==> config.mk <==
export PLATFORM = sky130hd
export DESIGN_NAME = sem_barrier4
export DESIGN_NICKNAME = d
export VERILOG_FILES = /design/src/rtl/rdv_pkg.sv /design/src/rtl/rdv_step_sel.sv /design/src/rtl/rdv_wait_unit.sv /design/src/rtl/rdv_watchdog.sv /design/src/rtl/sem_barrier4.sv
export SDC_FILE = /design/constraint.sdc
export NUM_CORES = 1
export LEC_CHECK = 0
export BUFFER_PORTS_ARGS = -buffer_cell sky130_fd_sc_hd__buf_2
export CAP_MARGIN = 10
export CORE_AREA = 5 5 747 749
export CTS_CLUSTER_DIAMETER = 30
export DETAILED_ROUTE_END_ITERATION = 12
export DIE_AREA = 0 0 752 754
export HOLD_SLACK_MARGIN = 0.06
export PLACE_DENSITY = 0.3
export SYNTH_ARGS = -nofsm -noshare
export SYNTH_HDL_FRONTEND = slang
export SYNTH_SLANG_ARGS = --single-unit
==> constraint.sdc <==
create_clock -name clk -period 5.7 [get_ports clk]
set_input_delay 0.57 -clock clk [delete_from_list [all_inputs] [get_ports clk]]
set_output_delay 0.57 -clock clk [all_outputs]
set_load 0.01 [all_outputs]
==> src/rtl/rdv_pkg.sv <==
package rdv_pkg;
    localparam int NSTEP  = 4;
    localparam int NSLOT  = 4;
    localparam int STEP_W = $clog2(NSTEP);
    localparam int SLOT_W = $clog2(NSLOT);
    localparam int CNT_W  = $clog2(NSLOT + 1);

    typedef enum logic [1:0] {
        ST_IDLE,
        ST_ARRIVE,
        ST_WAIT
    } rdv_state_e;

    typedef struct packed {
        logic [CNT_W-1:0] peers;
        logic [CNT_W-1:0] waits;
    } step_cnt_t;

    // Limit a raw per-step count to the number of slots
    function automatic logic [CNT_W-1:0] clamp_cnt(input logic [CNT_W-1:0] raw);
        if (raw > CNT_W'(NSLOT)) return CNT_W'(NSLOT);
        return raw;
    endfunction
endpackage

==> src/rtl/rdv_step_sel.sv <==
module rdv_step_sel import rdv_pkg::*; #(
    parameter int ADDR_W = 64,
    parameter int VAL_W  = 32
) (
    input  logic [STEP_W-1:0]             step,
    input  logic [NSTEP*NSLOT*ADDR_W-1:0] peer_addr_all,
    input  logic [NSTEP*NSLOT*VAL_W-1:0]  tgt_all,
    input  logic [NSTEP*CNT_W-1:0]        peer_cnt_all,
    input  logic [NSTEP*CNT_W-1:0]        wait_cnt_all,
    output logic [NSLOT*ADDR_W-1:0]       peer_addr,
    output logic [NSLOT*VAL_W-1:0]        tgt,
    output step_cnt_t                     cnt
);
    localparam int ROW_A = NSLOT * ADDR_W;
    localparam int ROW_T = NSLOT * VAL_W;

    assign peer_addr = peer_addr_all[32'(step)*ROW_A +: ROW_A];
    assign tgt       = tgt_all[32'(step)*ROW_T +: ROW_T];
    assign cnt.peers = clamp_cnt(peer_cnt_all[32'(step)*CNT_W +: CNT_W]);
    assign cnt.waits = clamp_cnt(wait_cnt_all[32'(step)*CNT_W +: CNT_W]);
endmodule

==> src/rtl/rdv_wait_unit.sv <==
module rdv_wait_unit import rdv_pkg::*; #(
    parameter int VAL_W = 32
) (
    input  logic                   clk,
    input  logic                   rst,
    input  logic                   active,
    input  logic [CNT_W-1:0]       wait_n,
    input  logic [NSLOT*VAL_W-1:0] tgt,
    input  logic [NSLOT*VAL_W-1:0] sem_val,
    output logic [NSLOT-1:0]       dec_valid,
    output logic [NSLOT*VAL_W-1:0] dec_amt,
    output logic                   all_met
);
    logic [NSLOT-1:0] met;
    logic [NSLOT-1:0] watched;

    for (genvar k = 0; k < NSLOT; k++) begin : g_slot
        logic [VAL_W-1:0] tgt_k;
        logic [VAL_W-1:0] sem_k;
        logic [VAL_W-1:0] amt_q;
        logic             met_q;
        logic             pulse_q;
        logic             hit;

        assign tgt_k      = tgt[k*VAL_W +: VAL_W];
        assign sem_k      = sem_val[k*VAL_W +: VAL_W];
        assign watched[k] = CNT_W'(k) < wait_n;
        // a slot fires once: the first cycle its value covers the target
        assign hit        = active && watched[k] && !met_q && (sem_k >= tgt_k);

        always_ff @(posedge clk) begin
            if (rst || !active) begin
                met_q   <= 1'b0;
                pulse_q <= 1'b0;
                amt_q   <= '0;
            end else begin
                pulse_q <= hit;
                if (hit) begin
                    met_q <= 1'b1;
                    amt_q <= tgt_k;
                end
            end
        end

        assign met[k]                     = met_q;
        assign dec_valid[k]               = pulse_q;
        assign dec_amt[k*VAL_W +: VAL_W]  = amt_q;
    end

    assign all_met = &(met | ~watched);
endmodule

==> src/rtl/rdv_watchdog.sv <==
module rdv_watchdog #(
    parameter int TMO_W = 24
) (
    input  logic             clk,
    input  logic             rst,
    input  logic             restart,
    input  logic             run,
    input  logic [TMO_W-1:0] limit,
    output logic             expire
);
    logic [TMO_W-1:0] cnt_q;

    always_ff @(posedge clk) begin
        if (rst || restart) cnt_q <= '0;
        else if (run && cnt_q != '1) cnt_q <= cnt_q + TMO_W'(1);
    end

    // a comparison at or past the limit keeps firing if a step change defers the abort
    assign expire = run && (limit != '0) && (cnt_q >= limit - TMO_W'(1));
endmodule

==> src/rtl/sem_barrier4.sv <==
module sem_barrier4 import rdv_pkg::*; #(
    parameter int ADDR_W = 64,
    parameter int VAL_W  = 32,
    parameter int TMO_W  = 24
) (
    input  logic                          clk,
    input  logic                          rst,
    input  logic                          start,
    input  logic [NSTEP*NSLOT*ADDR_W-1:0] cfg_peer_addr,
    input  logic [NSTEP*CNT_W-1:0]        cfg_peer_cnt,
    input  logic [NSTEP*NSLOT*VAL_W-1:0]  cfg_wait_tgt,
    input  logic [NSTEP*CNT_W-1:0]        cfg_wait_cnt,
    input  logic [TMO_W-1:0]              cfg_timeout,
    output logic                          inc_valid,
    output logic [ADDR_W-1:0]             inc_addr,
    input  logic                          inc_ready,
    input  logic [NSLOT*VAL_W-1:0]        sem_val,
    output logic [NSLOT-1:0]              dec_valid,
    output logic [NSLOT*VAL_W-1:0]        dec_amt,
    output logic                          busy,
    output logic                          done,
    output logic                          err
);
    rdv_state_e              state_q;
    logic [STEP_W-1:0]       step_q;
    logic [CNT_W-1:0]        slot_q;
    logic                    done_q;
    logic                    err_q;

    logic [NSLOT*ADDR_W-1:0] cur_addr;
    logic [NSLOT*VAL_W-1:0]  cur_tgt;
    step_cnt_t               cur_cnt;
    logic                    accept;
    logic                    expire;
    logic                    all_met;
    logic                    wait_active;
    logic                    last_step;

    rdv_step_sel #(.ADDR_W(ADDR_W), .VAL_W(VAL_W)) u_sel (
        .step          (step_q),
        .peer_addr_all (cfg_peer_addr),
        .tgt_all       (cfg_wait_tgt),
        .peer_cnt_all  (cfg_peer_cnt),
        .wait_cnt_all  (cfg_wait_cnt),
        .peer_addr     (cur_addr),
        .tgt           (cur_tgt),
        .cnt           (cur_cnt)
    );

    assign accept      = start && (state_q == ST_IDLE);
    assign busy        = (state_q != ST_IDLE);
    assign wait_active = (state_q == ST_WAIT) && !expire;
    assign last_step   = (step_q == STEP_W'(NSTEP - 1));

    rdv_watchdog #(.TMO_W(TMO_W)) u_wdog (
        .clk     (clk),
        .rst     (rst),
        .restart (accept),
        .run     (busy),
        .limit   (cfg_timeout),
        .expire  (expire)
    );

    rdv_wait_unit #(.VAL_W(VAL_W)) u_wait (
        .clk       (clk),
        .rst       (rst),
        .active    (wait_active),
        .wait_n    (cur_cnt.waits),
        .tgt       (cur_tgt),
        .sem_val   (sem_val),
        .dec_valid (dec_valid),
        .dec_amt   (dec_amt),
        .all_met   (all_met)
    );

    assign inc_valid = (state_q == ST_ARRIVE) && (slot_q < cur_cnt.peers);
    assign inc_addr  = cur_addr[32'(slot_q[SLOT_W-1:0])*ADDR_W +: ADDR_W];

    always_ff @(posedge clk) begin
        if (rst) begin
            state_q <= ST_IDLE;
            step_q  <= '0;
            slot_q  <= '0;
            done_q  <= 1'b0;
            err_q   <= 1'b0;
        end else begin
            case (state_q)
                ST_IDLE: begin
                    if (start) begin
                        state_q <= ST_ARRIVE;
                        step_q  <= '0;
                        slot_q  <= '0;
                        done_q  <= 1'b0;
                        err_q   <= 1'b0;
                    end
                end
                ST_ARRIVE: begin
                    if (slot_q >= cur_cnt.peers) state_q <= ST_WAIT;
                    else if (inc_ready)          slot_q  <= slot_q + CNT_W'(1);
                    if (expire) begin
                        state_q <= ST_IDLE;
                        err_q   <= 1'b1;
                    end
                end
                ST_WAIT: begin
                    if (all_met) begin
                        if (last_step) begin
                            state_q <= ST_IDLE;
                            done_q  <= 1'b1;
                        end else begin
                            step_q  <= step_q + STEP_W'(1);
                            slot_q  <= '0;
                            state_q <= ST_ARRIVE;
                        end
                    end else if (expire) begin
                        state_q <= ST_IDLE;
                        err_q   <= 1'b1;
                    end
                end
                default: state_q <= ST_IDLE;
            endcase
        end
    end

    assign done = done_q;
    assign err  = err_q;
endmodule

==> report_table.html, run 1 <==
<table>
<tr><th>Metric</th><th>Value</th></tr>
<tr><th colspan="2">Run status</th></tr>
<tr><td>Status</td><td>complete, no violations</td></tr>
<tr><th colspan="2">Timing</th></tr>
<tr><td>Setup_tns</td><td>0 ns</td></tr>
<tr><td>Count of endpoints failing setup in the final report</td><td>0</td></tr>
<tr><td>Number of hold violations in the final report</td><td>0</td></tr>
<tr><td>Time the worst path needs with I/O delays and setup</td><td>4.777 ns</td></tr>
<tr><td>Fmax</td><td>209.3 MHz</td></tr>
<tr><td>Clock Skews</td><td>0.03967 ns</td></tr>
<tr><td>Post-route fraction of the period consumed by the critical path</td><td>83.80%</td></tr>
<tr><td>Final count of pins violating max slew</td><td>0</td></tr>
<tr><td>Slew of the pin with the lowest slew margin</td><td>1.035 ns</td></tr>
<tr><td>Headroom to the max-slew limit</td><td>29.23%</td></tr>
<tr><td>RSZ-0062 raised after global routing</td><td>no</td></tr>
<tr><th colspan="2">Yosys</th></tr>
<tr><td>Mapped Cells</td><td>1925</td></tr>
<tr><td>Post-synthesis sequential area ratio</td><td>15.46%</td></tr>
<tr><td>Cells taking the most area after synthesis</td><td>sky130_fd_sc_hd__mux4_2, sky130_fd_sc_hd__dfxtp_1, sky130_fd_sc_hd__ha_1</td></tr>
<tr><td>Most numerous cell in the Yosys netlist</td><td>sky130_fd_sc_hd__mux4_2</td></tr>
<tr><td>Net count after synthesis</td><td>3804</td></tr>
<tr><td>Register bit total from synthesis</td><td>169</td></tr>
<tr><td>Post-synth top flop</td><td>sky130_fd_sc_hd__dfxtp_1</td></tr>
<tr><td>Distinct cell type count of the synthesized netlist</td><td>63</td></tr>
<tr><td>Number of enable-type register cells in the synthesized netlist</td><td>0</td></tr>
<tr><td>Fraction of post-synthesis cell area in the top cell type by area</td><td>46.72%</td></tr>
<tr><td>Commonest cells in the netlist</td><td>sky130_fd_sc_hd__mux4_2, sky130_fd_sc_hd__nand2_1, sky130_fd_sc_hd__dfxtp_1</td></tr>
<tr><td>Post-synthesis instance area</td><td>21890 µm²</td></tr>
<tr><td>Async set-or-reset flop fraction in the synthesized netlist</td><td>0%</td></tr>
<tr><td>Average instance area after synthesis</td><td>11.37 µm²</td></tr>
<tr><td>Synthesis warning total</td><td>0</td></tr>
<tr><td>Cell taking the most area after synthesis</td><td>sky130_fd_sc_hd__mux4_2</td></tr>
<tr><th colspan="2">Floorplanning</th></tr>
<tr><td>Die Span Y</td><td>754 µm</td></tr>
<tr><td>Overall die width</td><td>752 µm</td></tr>
<tr><td>Core area</td><td>550600 µm²</td></tr>
<tr><td>Initial Utilization</td><td>3.975%</td></tr>
<tr><td>Ports placed on the boundary</td><td>1916</td></tr>
<tr><td>Num rows</td><td>273</td></tr>
<tr><td>Die area</td><td>567000 µm²</td></tr>
<tr><th colspan="2">Power and ir drop</th></tr>
<tr><td>Clock Power Share</td><td>29.0%</td></tr>
<tr><td>Power per Cell Area</td><td>133.4 nW/µm²</td></tr>
<tr><td>Comb pwr share</td><td>49.0%</td></tr>
<tr><td>Internal portion of total power</td><td>3.162 mW</td></tr>
<tr><td>Highest ir drop seen on vdd</td><td>204.3 µV</td></tr>
<tr><td>Pleak</td><td>15.24 nW</td></tr>
<tr><td>Net switching fraction of the power</td><td>43.70%</td></tr>
<tr><td>Proportion of power drawn by flip-flops and latches</td><td>22.0%</td></tr>
<tr><td>Switch Pwr</td><td>2.454 mW</td></tr>
<tr><th colspan="2">Detailed routing</th></tr>
<tr><td>Final routed wirelength across all metal layers</td><td>496800 µm</td></tr>
<tr><td>Remaining routing DRC violations</td><td>0</td></tr>
<tr><td>Detailed-route wire length per cell</td><td>43.55 µm</td></tr>
<tr><td>First DRT Iteration DRCs</td><td>2497</td></tr>
<tr><td>Antenna-violating nets left</td><td>0</td></tr>
<tr><td>Via-to-Cell Ratio</td><td>2.713</td></tr>
<tr><td>Vias post-DR</td><td>30950</td></tr>
<tr><td>Detailed-router iteration count before antenna repair</td><td>5</td></tr>
<tr><th colspan="2">Hold path</th></tr>
<tr><td>Worst hold path type</td><td>primary input to flop</td></tr>
<tr><th colspan="2">Global route</th></tr>
<tr><td>Vias in the first global route</td><td>28650</td></tr>
<tr><td>Total track usage</td><td>16.83%</td></tr>
<tr><td>Antenna violations before repair</td><td>812</td></tr>
<tr><td>Largest net degree at the start of global routing</td><td>84</td></tr>
<tr><td>Wire length of the first global-routing pass</td><td>558200 µm</td></tr>
<tr><td>Grt total ovfl</td><td>0</td></tr>
<tr><th colspan="2">Clock tree</th></tr>
<tr><td>H-tree Lvls</td><td>4</td></tr>
<tr><td>Clock tree from TritonCTS</td><td>yes</td></tr>
<tr><td>Post-CTS Setup Repair Bufs</td><td>0</td></tr>
<tr><td>Hold buffer count at CTS</td><td>0</td></tr>
<tr><td>Cell chosen for the clock root</td><td>sky130_fd_sc_hd__clkbuf_16</td></tr>
<tr><td>Number of clock buffers inserted by TritonCTS</td><td>21</td></tr>
<tr><td>Worst skew pair latency</td><td>0.58 ns</td></tr>
<tr><td>Clock-pin slew reported for the worst setup and hold paths after clock tree synthesis</td><td>0.07 ns</td></tr>
<tr><td>CTS sink count</td><td>169</td></tr>
<tr><td>Deepest clock path buffer count</td><td>3</td></tr>
<tr><td>Number of gates resized after cts</td><td>0</td></tr>
<tr><th colspan="2">Final layout</th></tr>
<tr><td>Area growth, synth to finish</td><td>92.29%</td></tr>
<tr><td>Proportion of layout cells with a drive suffix above 1</td><td>65.86%</td></tr>
<tr><td>FILL cells</td><td>64830</td></tr>
<tr><td>Finished Cell Area</td><td>42090 µm²</td></tr>
<tr><td>Nets@finish</td><td>5630</td></tr>
<tr><th colspan="2">Critical path</th></tr>
<tr><td>Kind of critical path</td><td>flop to output pin</td></tr>
<tr><td>Kind of end point of the critical path</td><td>output pin</td></tr>
<tr><td>Maximum fanout encountered on the critical timing path</td><td>83</td></tr>
<tr><td>Data required time of the critical path</td><td>5.13 ns</td></tr>
<tr><td>Maximum single-stage delay on the critical path</td><td>0.81 ns</td></tr>
<tr><td>Crit-path cells</td><td>buf_4 -&gt; buf_12 -&gt; buf_4 -&gt; mux4_2 -&gt; mux4_2 -&gt; buf_2</td></tr>
<tr><td>Setup crit start kind</td><td>flop</td></tr>
<tr><td>Master of the slowest instance on the critical path</td><td>sky130_fd_sc_hd__dfxtp_4</td></tr>
<tr><td>Data arrival at the endpoint of the critical path</td><td>4.21 ns</td></tr>
<tr><th colspan="2">Run</th></tr>
<tr><td>Max-cap violation count</td><td>0</td></tr>
<tr><th colspan="2">Place</th></tr>
<tr><td>Gp weighted congestion</td><td>0.9691</td></tr>
<tr><td>Area after detailed placement</td><td>40520 µm²</td></tr>
<tr><td>Number of buffers inserted by port buffering</td><td>1915</td></tr>
<tr><td>Detail Placement HPWL</td><td>470800 µm</td></tr>
</table>
## state kept, by name, summed over array words and instances, names as in the netlist
register / flops
err: 1
u_wait.g_slot.pulse_q: 4
state_q: 2
slot_q: 3
u_wait.g_slot.amt_q: 128
step_q: 2
u_wait.g_slot.met_q: 4
done: 1
u_wdog.cnt_q: 24
## per-stage QoR
stage          total power, mW  instances  setup WS, ns  util, %  hold slack, ns
4_1_cts                  5.834      11050        0.7919    7.480          0.3063
3_3_place_gp             4.071      11020        0.5952    7.358          0.4444
3_5_place_dp             4.072      11020        0.5932    7.358          0.4469
5_1_grt                  5.928      11140        0.7449    7.522          0.3659
6_report                 5.616      11410        0.9232    7.644          0.4141
2_1_floorplan            2.335       1925         1.366        -          0.4440
## cell families (layout without fill, tap and decap cells)
group	Yosys count	in the layout	synth area share, %
multiplexers	521	521	49.79
AND/OR/NAND/NOR	434	434	9.227
buffers and inverters	304	2140	5.734
AO/OA/AOI/OAI	291	291	8.752
flip-flops	169	169	15.46
adder cells (fa/ha/maj)	163	163	9.318
XOR/XNOR	43	43	1.721
other	0	360	0
## layout make-up
cell class                 count  area (µm²)  area share (%)
clock inverter                10       136.4          0.3240
antenna                      360       900.9           2.140
sequential                   169        3398           8.074
timing repair buffer        1965       10160           24.14
multi-input combinational   1452       17310           41.13
inverter                     142       533.0           1.266
tap                         7287        9117           21.66
clock buffer                  23       533.0           1.266
## layer usage
layer | track usage [%] | vias to the layer above | part of all wire [%]
li1 | - | 11770 | -
met4 | 3.576 | 414 | 3.6
met3 | 13.10 | 1441 | 17
met1 | 17.48 | 14350 | 35
met2 | 26.69 | 2974 | 43
met5 | 0 | - | 0.56
## worst paths after layout
check	start	to	slack (ns)	cells past startpoint
max reg2reg	step_q[1]	u_wait.g_slot[2].amt_q[20]	0.98	13
min reg2reg	u_wait.g_slot[1].amt_q[21]	u_wait.g_slot[1].amt_q[21]	0.46	2
min	rst	slot_q[0]	0.41	2
max	step_q[1]	inc_addr[4]	0.92	6
## critical path, delay by kind of cell, from the launching register on
family | cells | cell delay (ns)
flops | 1 | 0.81
mux | 2 | 0.98
buf+inv | 4 | 1.47
## power by group through the flow
stage | logic, mW | clock network, mW | registers [mW]
floorplan | 1.09 | 0 | 1.25
global placement | 2.81 | 0 | 1.26
detailed placement | 2.81 | 0 | 1.26
CTS | 2.82 | 1.78 | 1.23
global route | 2.92 | 1.77 | 1.24
finish | 2.75 | 1.63 | 1.23
## layout by cell type, fill, tap and decap left out, types with 4 or more instances in the layout
cell                        instances
sky130_fd_sc_hd__buf_12            16
sky130_fd_sc_hd__buf_4             34
sky130_fd_sc_hd__xor2_1            24
sky130_fd_sc_hd__ha_1             163
sky130_fd_sc_hd__a21oi_1           57
sky130_fd_sc_hd__nor3_1            13
sky130_fd_sc_hd__a21o_1            25
sky130_fd_sc_hd__nand4_1           37
sky130_fd_sc_hd__nand2_1          183
sky130_fd_sc_hd__dfxtp_4            4
sky130_fd_sc_hd__buf_2           1915
sky130_fd_sc_hd__o21ai_0           92
sky130_fd_sc_hd__and2_1            10
sky130_fd_sc_hd__nor2b_1            4
sky130_fd_sc_hd__o21a_1             7
sky130_fd_sc_hd__a21boi_0          48
sky130_fd_sc_hd__clkinv_2           4
sky130_fd_sc_hd__diode_2          360
sky130_fd_sc_hd__and3_1             8
sky130_fd_sc_hd__clkbuf_16         21
sky130_fd_sc_hd__dfxtp_1          165
sky130_fd_sc_hd__nand2b_1           7
sky130_fd_sc_hd__mux4_2           454
sky130_fd_sc_hd__or3_1              4
sky130_fd_sc_hd__o211ai_1           5
sky130_fd_sc_hd__inv_1            142
sky130_fd_sc_hd__mux2i_1           65
sky130_fd_sc_hd__nor2_1            64
sky130_fd_sc_hd__a21boi_1          17
sky130_fd_sc_hd__a211oi_1           4
sky130_fd_sc_hd__xnor2_1           19
sky130_fd_sc_hd__nand3_1           79
sky130_fd_sc_hd__nor4_1             8
No activity file was read; power rests on OpenSTA's default activity.
==> run 2: changes to the inputs <==
==> constraint.sdc (replaced) <==
create_clock -name clk -period 4.7 [get_ports clk]
set_input_delay 0.47 -clock clk [delete_from_list [all_inputs] [get_ports clk]]
set_output_delay 0.47 -clock clk [all_outputs]
set_load 0.01 [all_outputs]
==> run 2 against run 1 <==
  * The run now ends with antenna rules left
  * Sequential power increased by 24%
  * Combinational power increased by 22%
  * Clock power increased by 18%
  * Clock skew decreased by 0.0042 ns
  * Register-to-register slack got worse by 0.78 ns
  * Core utilization increased by 0.069 points
  * Global-route usage about the same
  * Via count increased by 0.58%
  * Cell count increased by 0.24%
  * Critical path depth increased by 9
  * Worst setup slack got worse by 0.72 ns
  * Clock-buffer cell count increased by 1
  * Largest cell class unchanged
==> report_table.html, run 2 (same netlist as run 1, synthesis figures left out) <==
<table>
<tr><th>Metric</th><th>Value</th></tr>
<tr><th colspan="2">Run status</th></tr>
<tr><td>Status</td><td>finished with violations</td></tr>
<tr><td>Violated checks</td><td>antenna rules</td></tr>
<tr><th colspan="2">Critical path</th></tr>
<tr><td>Gate family responsible for the most delay along the worst path</td><td>buffers and inverters</td></tr>
<tr><td>Setup crit start kind</td><td>flop</td></tr>
<tr><td>Crit-path cells</td><td>buf_12 -&gt; buf_12 -&gt; mux4_2 -&gt; inv_1 -&gt; ha_1 -&gt; nand4_1 -&gt; nor3_1 -&gt; nand2_1 -&gt; o211ai_1 -&gt; buf_4 -&gt; a211oi_2 -&gt; nor4b_4 -&gt; buf_12 -&gt; buf_12 -&gt; mux2i_1</td></tr>
<tr><td>Most common cell on crit path</td><td>sky130_fd_sc_hd__buf_12</td></tr>
<tr><td>Master of the slowest instance on the critical path</td><td>sky130_fd_sc_hd__mux4_2</td></tr>
<tr><td>Worst flop-to-flop path startpoint</td><td>step_q[0]</td></tr>
<tr><td>Maximum single-stage delay on the critical path</td><td>0.71 ns (-0.10 ns)</td></tr>
<tr><td>Data required time of the critical path</td><td>5.21 ns (+0.08 ns)</td></tr>
<tr><td>Kind of critical path</td><td>flop to flop</td></tr>
<tr><td>Buffers &amp; Inverters on Critical Path</td><td>6 (+2)</td></tr>
<tr><td>Startpoint of the most critical setup path</td><td>step_q[0]</td></tr>
<tr><td>Kind of end point of the critical path</td><td>flop</td></tr>
<tr><td>Data arrival at the endpoint of the critical path</td><td>5.00 ns (+0.79 ns)</td></tr>
<tr><td>Maximum fanout encountered on the critical timing path</td><td>26 (-69%)</td></tr>
<tr><th colspan="2">Final layout</th></tr>
<tr><td>Top library cells by usage in the layout, fill and taps aside</td><td>sky130_fd_sc_hd__buf_2, sky130_fd_sc_hd__mux4_2, sky130_fd_sc_hd__nand2_1</td></tr>
<tr><td>Proportion of layout cells with a drive suffix above 1</td><td>66.16% (+0.30 points)</td></tr>
<tr><td>Nets@finish</td><td>5660 (+0.53%)</td></tr>
<tr><td>Finished Cell Area</td><td>42470 µm² (+0.90%)</td></tr>
<tr><td>Register with the highest flop count</td><td>u_wait.g_slot.amt_q</td></tr>
<tr><td>Flip-flop count of the largest register after layout</td><td>128 (unchanged)</td></tr>
<tr><td>FILL cells</td><td>64850 (+0.031%)</td></tr>
<tr><td>Largest registers ranked by flip-flop count</td><td>u_wait.g_slot.amt_q (128), u_wdog.cnt_q (24)</td></tr>
<tr><td>Area growth, synth to finish</td><td>94.03%</td></tr>
<tr><td>Most common cell after layout, fill and taps aside</td><td>sky130_fd_sc_hd__buf_2</td></tr>
<tr><th colspan="2">Clock tree</th></tr>
<tr><td>Cell chosen for the clock root</td><td>sky130_fd_sc_hd__clkbuf_16</td></tr>
<tr><td>Clock-pin slew reported for the worst setup and hold paths after clock tree synthesis</td><td>0.11 ns (+0.04 ns)</td></tr>
<tr><td>CTS sink count</td><td>169 (unchanged)</td></tr>
<tr><td>Worst skew pair latency</td><td>0.58 ns (about the same)</td></tr>
<tr><td>H-tree Lvls</td><td>4 (unchanged)</td></tr>
<tr><td>Deepest clock path buffer count</td><td>3 (unchanged)</td></tr>
<tr><td>Number of clock buffers inserted by TritonCTS</td><td>21 (unchanged)</td></tr>
<tr><td>Post-CTS Setup Repair Bufs</td><td>0 (unchanged)</td></tr>
<tr><td>Clock tree from TritonCTS</td><td>yes</td></tr>
<tr><th colspan="2">Detailed routing</th></tr>
<tr><td>Antenna-violating nets left</td><td>4 (+4)</td></tr>
<tr><td>First DRT Iteration DRCs</td><td>2302 (-7.8%)</td></tr>
<tr><td>Vias post-DR</td><td>31130 (+0.58%)</td></tr>
<tr><td>Detailed-router iteration count before antenna repair</td><td>5 (unchanged)</td></tr>
<tr><td>Via-to-Cell Ratio</td><td>2.723 (+0.34%)</td></tr>
<tr><td>Final routed wirelength across all metal layers</td><td>496200 µm (-0.12%)</td></tr>
<tr><td>Detailed-route wire length per cell</td><td>43.39 µm (-0.35%)</td></tr>
<tr><td>Remaining routing DRC violations</td><td>0 (unchanged)</td></tr>
<tr><th colspan="2">Timing</th></tr>
<tr><td>Headroom to the max-slew limit</td><td>34.71% (+5.5 points)</td></tr>
<tr><td>Final count of pins violating max slew</td><td>0 (unchanged)</td></tr>
<tr><td>Clock Skews</td><td>0.03542 ns (-0.004249 ns)</td></tr>
<tr><td>Time the worst path needs with I/O delays and setup</td><td>4.496 ns</td></tr>
<tr><td>Count of endpoints failing setup in the final report</td><td>0 (unchanged)</td></tr>
<tr><td>Post-Route Hold Slack</td><td>0.2845 ns (-0.1296 ns)</td></tr>
<tr><td>Number of hold violations in the final report</td><td>0 (unchanged)</td></tr>
<tr><td>Post-route fraction of the period consumed by the critical path</td><td>95.65%</td></tr>
<tr><td>Slew of the pin with the lowest slew margin</td><td>0.9770 ns (-0.05778 ns)</td></tr>
<tr><td>RSZ-0062 raised after global routing</td><td>no</td></tr>
<tr><td>Fmax</td><td>222.4 MHz</td></tr>
<tr><th colspan="2">Place</th></tr>
<tr><td>Detail Placement HPWL</td><td>471700 µm (+0.17%)</td></tr>
<tr><td>Area after detailed placement</td><td>40910 µm² (+0.96%)</td></tr>
<tr><td>Number of buffers inserted by port buffering</td><td>1915 (unchanged)</td></tr>
<tr><td>Gp weighted congestion</td><td>0.9881 (+2.0%)</td></tr>
<tr><th colspan="2">Floorplanning</th></tr>
<tr><td>Overall die width</td><td>752 µm (unchanged)</td></tr>
<tr><td>Core area</td><td>550600 µm² (unchanged)</td></tr>
<tr><td>Die area</td><td>567000 µm² (unchanged)</td></tr>
<tr><td>Die Span Y</td><td>754 µm (unchanged)</td></tr>
<tr><td>Initial Utilization</td><td>3.975% (unchanged)</td></tr>
<tr><td>Num rows</td><td>273 (unchanged)</td></tr>
<tr><td>Ports placed on the boundary</td><td>1916 (unchanged)</td></tr>
<tr><th colspan="2">Power and ir drop</th></tr>
<tr><td>Pleak</td><td>15.43 nW (+1.3%)</td></tr>
<tr><td>Power Total</td><td>6.797 mW (+21%)</td></tr>
<tr><td>Highest ir drop seen on vdd</td><td>156.6 µV (-23%)</td></tr>
<tr><td>Power per Cell Area</td><td>160.0 nW/µm² (+20%)</td></tr>
<tr><th colspan="2">Run</th></tr>
<tr><td>Max-cap violation count</td><td>0 (unchanged)</td></tr>
<tr><th colspan="2">Global route</th></tr>
<tr><td>Grt total ovfl</td><td>0 (unchanged)</td></tr>
<tr><td>Vias in the first global route</td><td>28960 (+1.1%)</td></tr>
<tr><td>Largest net degree at the start of global routing</td><td>90 (+7.1%)</td></tr>
<tr><td>Antenna violations before repair</td><td>828 (+2.0%)</td></tr>
<tr><td>Wire length of the first global-routing pass</td><td>558500 µm (about the same)</td></tr>
<tr><td>Total track usage</td><td>16.80% (-0.025 points)</td></tr>
<tr><th colspan="2">Hold path</th></tr>
<tr><td>Startpoint of the tightest hold check path</td><td>rst</td></tr>
<tr><td>Worst hold path type</td><td>primary input to flop</td></tr>
</table>
-- run 2: cell count changes in the layout (fill, tap and decap cells not counted), moves of 2 or more --
cell	before	now
sky130_fd_sc_hd__diode_2	360	357
sky130_fd_sc_hd__buf_4	34	51
sky130_fd_sc_hd__clkinvlp_4	0	2
sky130_fd_sc_hd__clkinv_2	4	2
sky130_fd_sc_hd__bufinv_16	3	1
sky130_fd_sc_hd__buf_12	16	29
-- run 2: metal layers --
| metal | wire length (µm) | part of all wire, % | up-vias | track usage [%] |
|---|---|---|---|---|
| li1 | - | - | 11840 | - |
| met1 | 191300 | 39 | 14560 | 19.37 |
| met2 | 215300 | 43 | 2993 | 26.26 |
| met3 | 69000 | 14 | 1389 | 10.04 |
| met4 | 17840 | 3.6 | 352 | 4.229 |
| met5 | 2789 | 0.56 | - | 0 |
-- run 2: timing repair --
item                                    CTS  global route
gates resized for setup                   0             1
endpoints found under the setup margin    0            32
hold buffers                              0             0
-- run 2: path summary, 6_finish.rpt --
check | cells after the start | slack (ns) | endpoint
setup / recovery | 15 | 0.20 | u_wait.g_slot[2].amt_q[1]
hold / removal | 2 | 0.28 | slot_q[1]
setup reg to reg | 15 | 0.20 | u_wait.g_slot[2].amt_q[1]
hold reg to reg | 2 | 0.46 | u_wait.g_slot[1].amt_q[24]
-- run 2: final cells by class --
cell class,count,area [µm²],share of cell area [%]
multi-input cells,1452,17320,40.78
flip-flops and latches,169,3398,8.002
repair buffers,1995,10550,24.84
diodes,357,893.4,2.104
well taps,7287,9117,21.47
clock inverters,9,92.59,0.2180
clock buffers,24,568.0,1.338
inverters,142,533.0,1.255
-- run 2: report_power, final --
part	switching (mW)	total [mW]	internal [mW]	leakage [nW]
logic	1.92	3.35	1.42	13.7
clock network	0.979	1.92	0.941	0.323
registers	0.0726	1.53	1.46	1.36
total	2.98	6.80	3.82	15.4
-- run 2: per-stage QoR --
step / worst slack, ns / TNS [ns] / cells / utilization [%]
2_1_floorplan: 0.4155 / 0 / 1925 / -
3_3_place_gp: -0.1193 / -3.300 / 11050 / 7.429
3_5_place_dp: -0.1579 / -4.700 / 11050 / 7.429
4_1_cts: 0.08742 / 0 / 11080 / 7.549
5_1_grt: 0.02823 / 0 / 11200 / 7.606
6_report: 0.2044 / 0 / 11440 / 7.713
-- run 2: worst reg2reg max path: stages, from the launching register on --
cell and delay [ns]:
sky130_fd_sc_hd__dfxtp_4 0.40, sky130_fd_sc_hd__buf_12 0.18, sky130_fd_sc_hd__buf_12 0.35, sky130_fd_sc_hd__mux4_2 0.73, sky130_fd_sc_hd__inv_1 0.12, sky130_fd_sc_hd__ha_1 0.15, sky130_fd_sc_hd__nand4_1 0.13, sky130_fd_sc_hd__nor3_1 0.33
sky130_fd_sc_hd__nand2_1 0.10, sky130_fd_sc_hd__o211ai_1 0.27, sky130_fd_sc_hd__buf_4 0.36, sky130_fd_sc_hd__a211oi_2 0.25, sky130_fd_sc_hd__nor4b_4 0.41, sky130_fd_sc_hd__buf_12 0.22, sky130_fd_sc_hd__buf_12 0.24, sky130_fd_sc_hd__mux2i_1 0.20
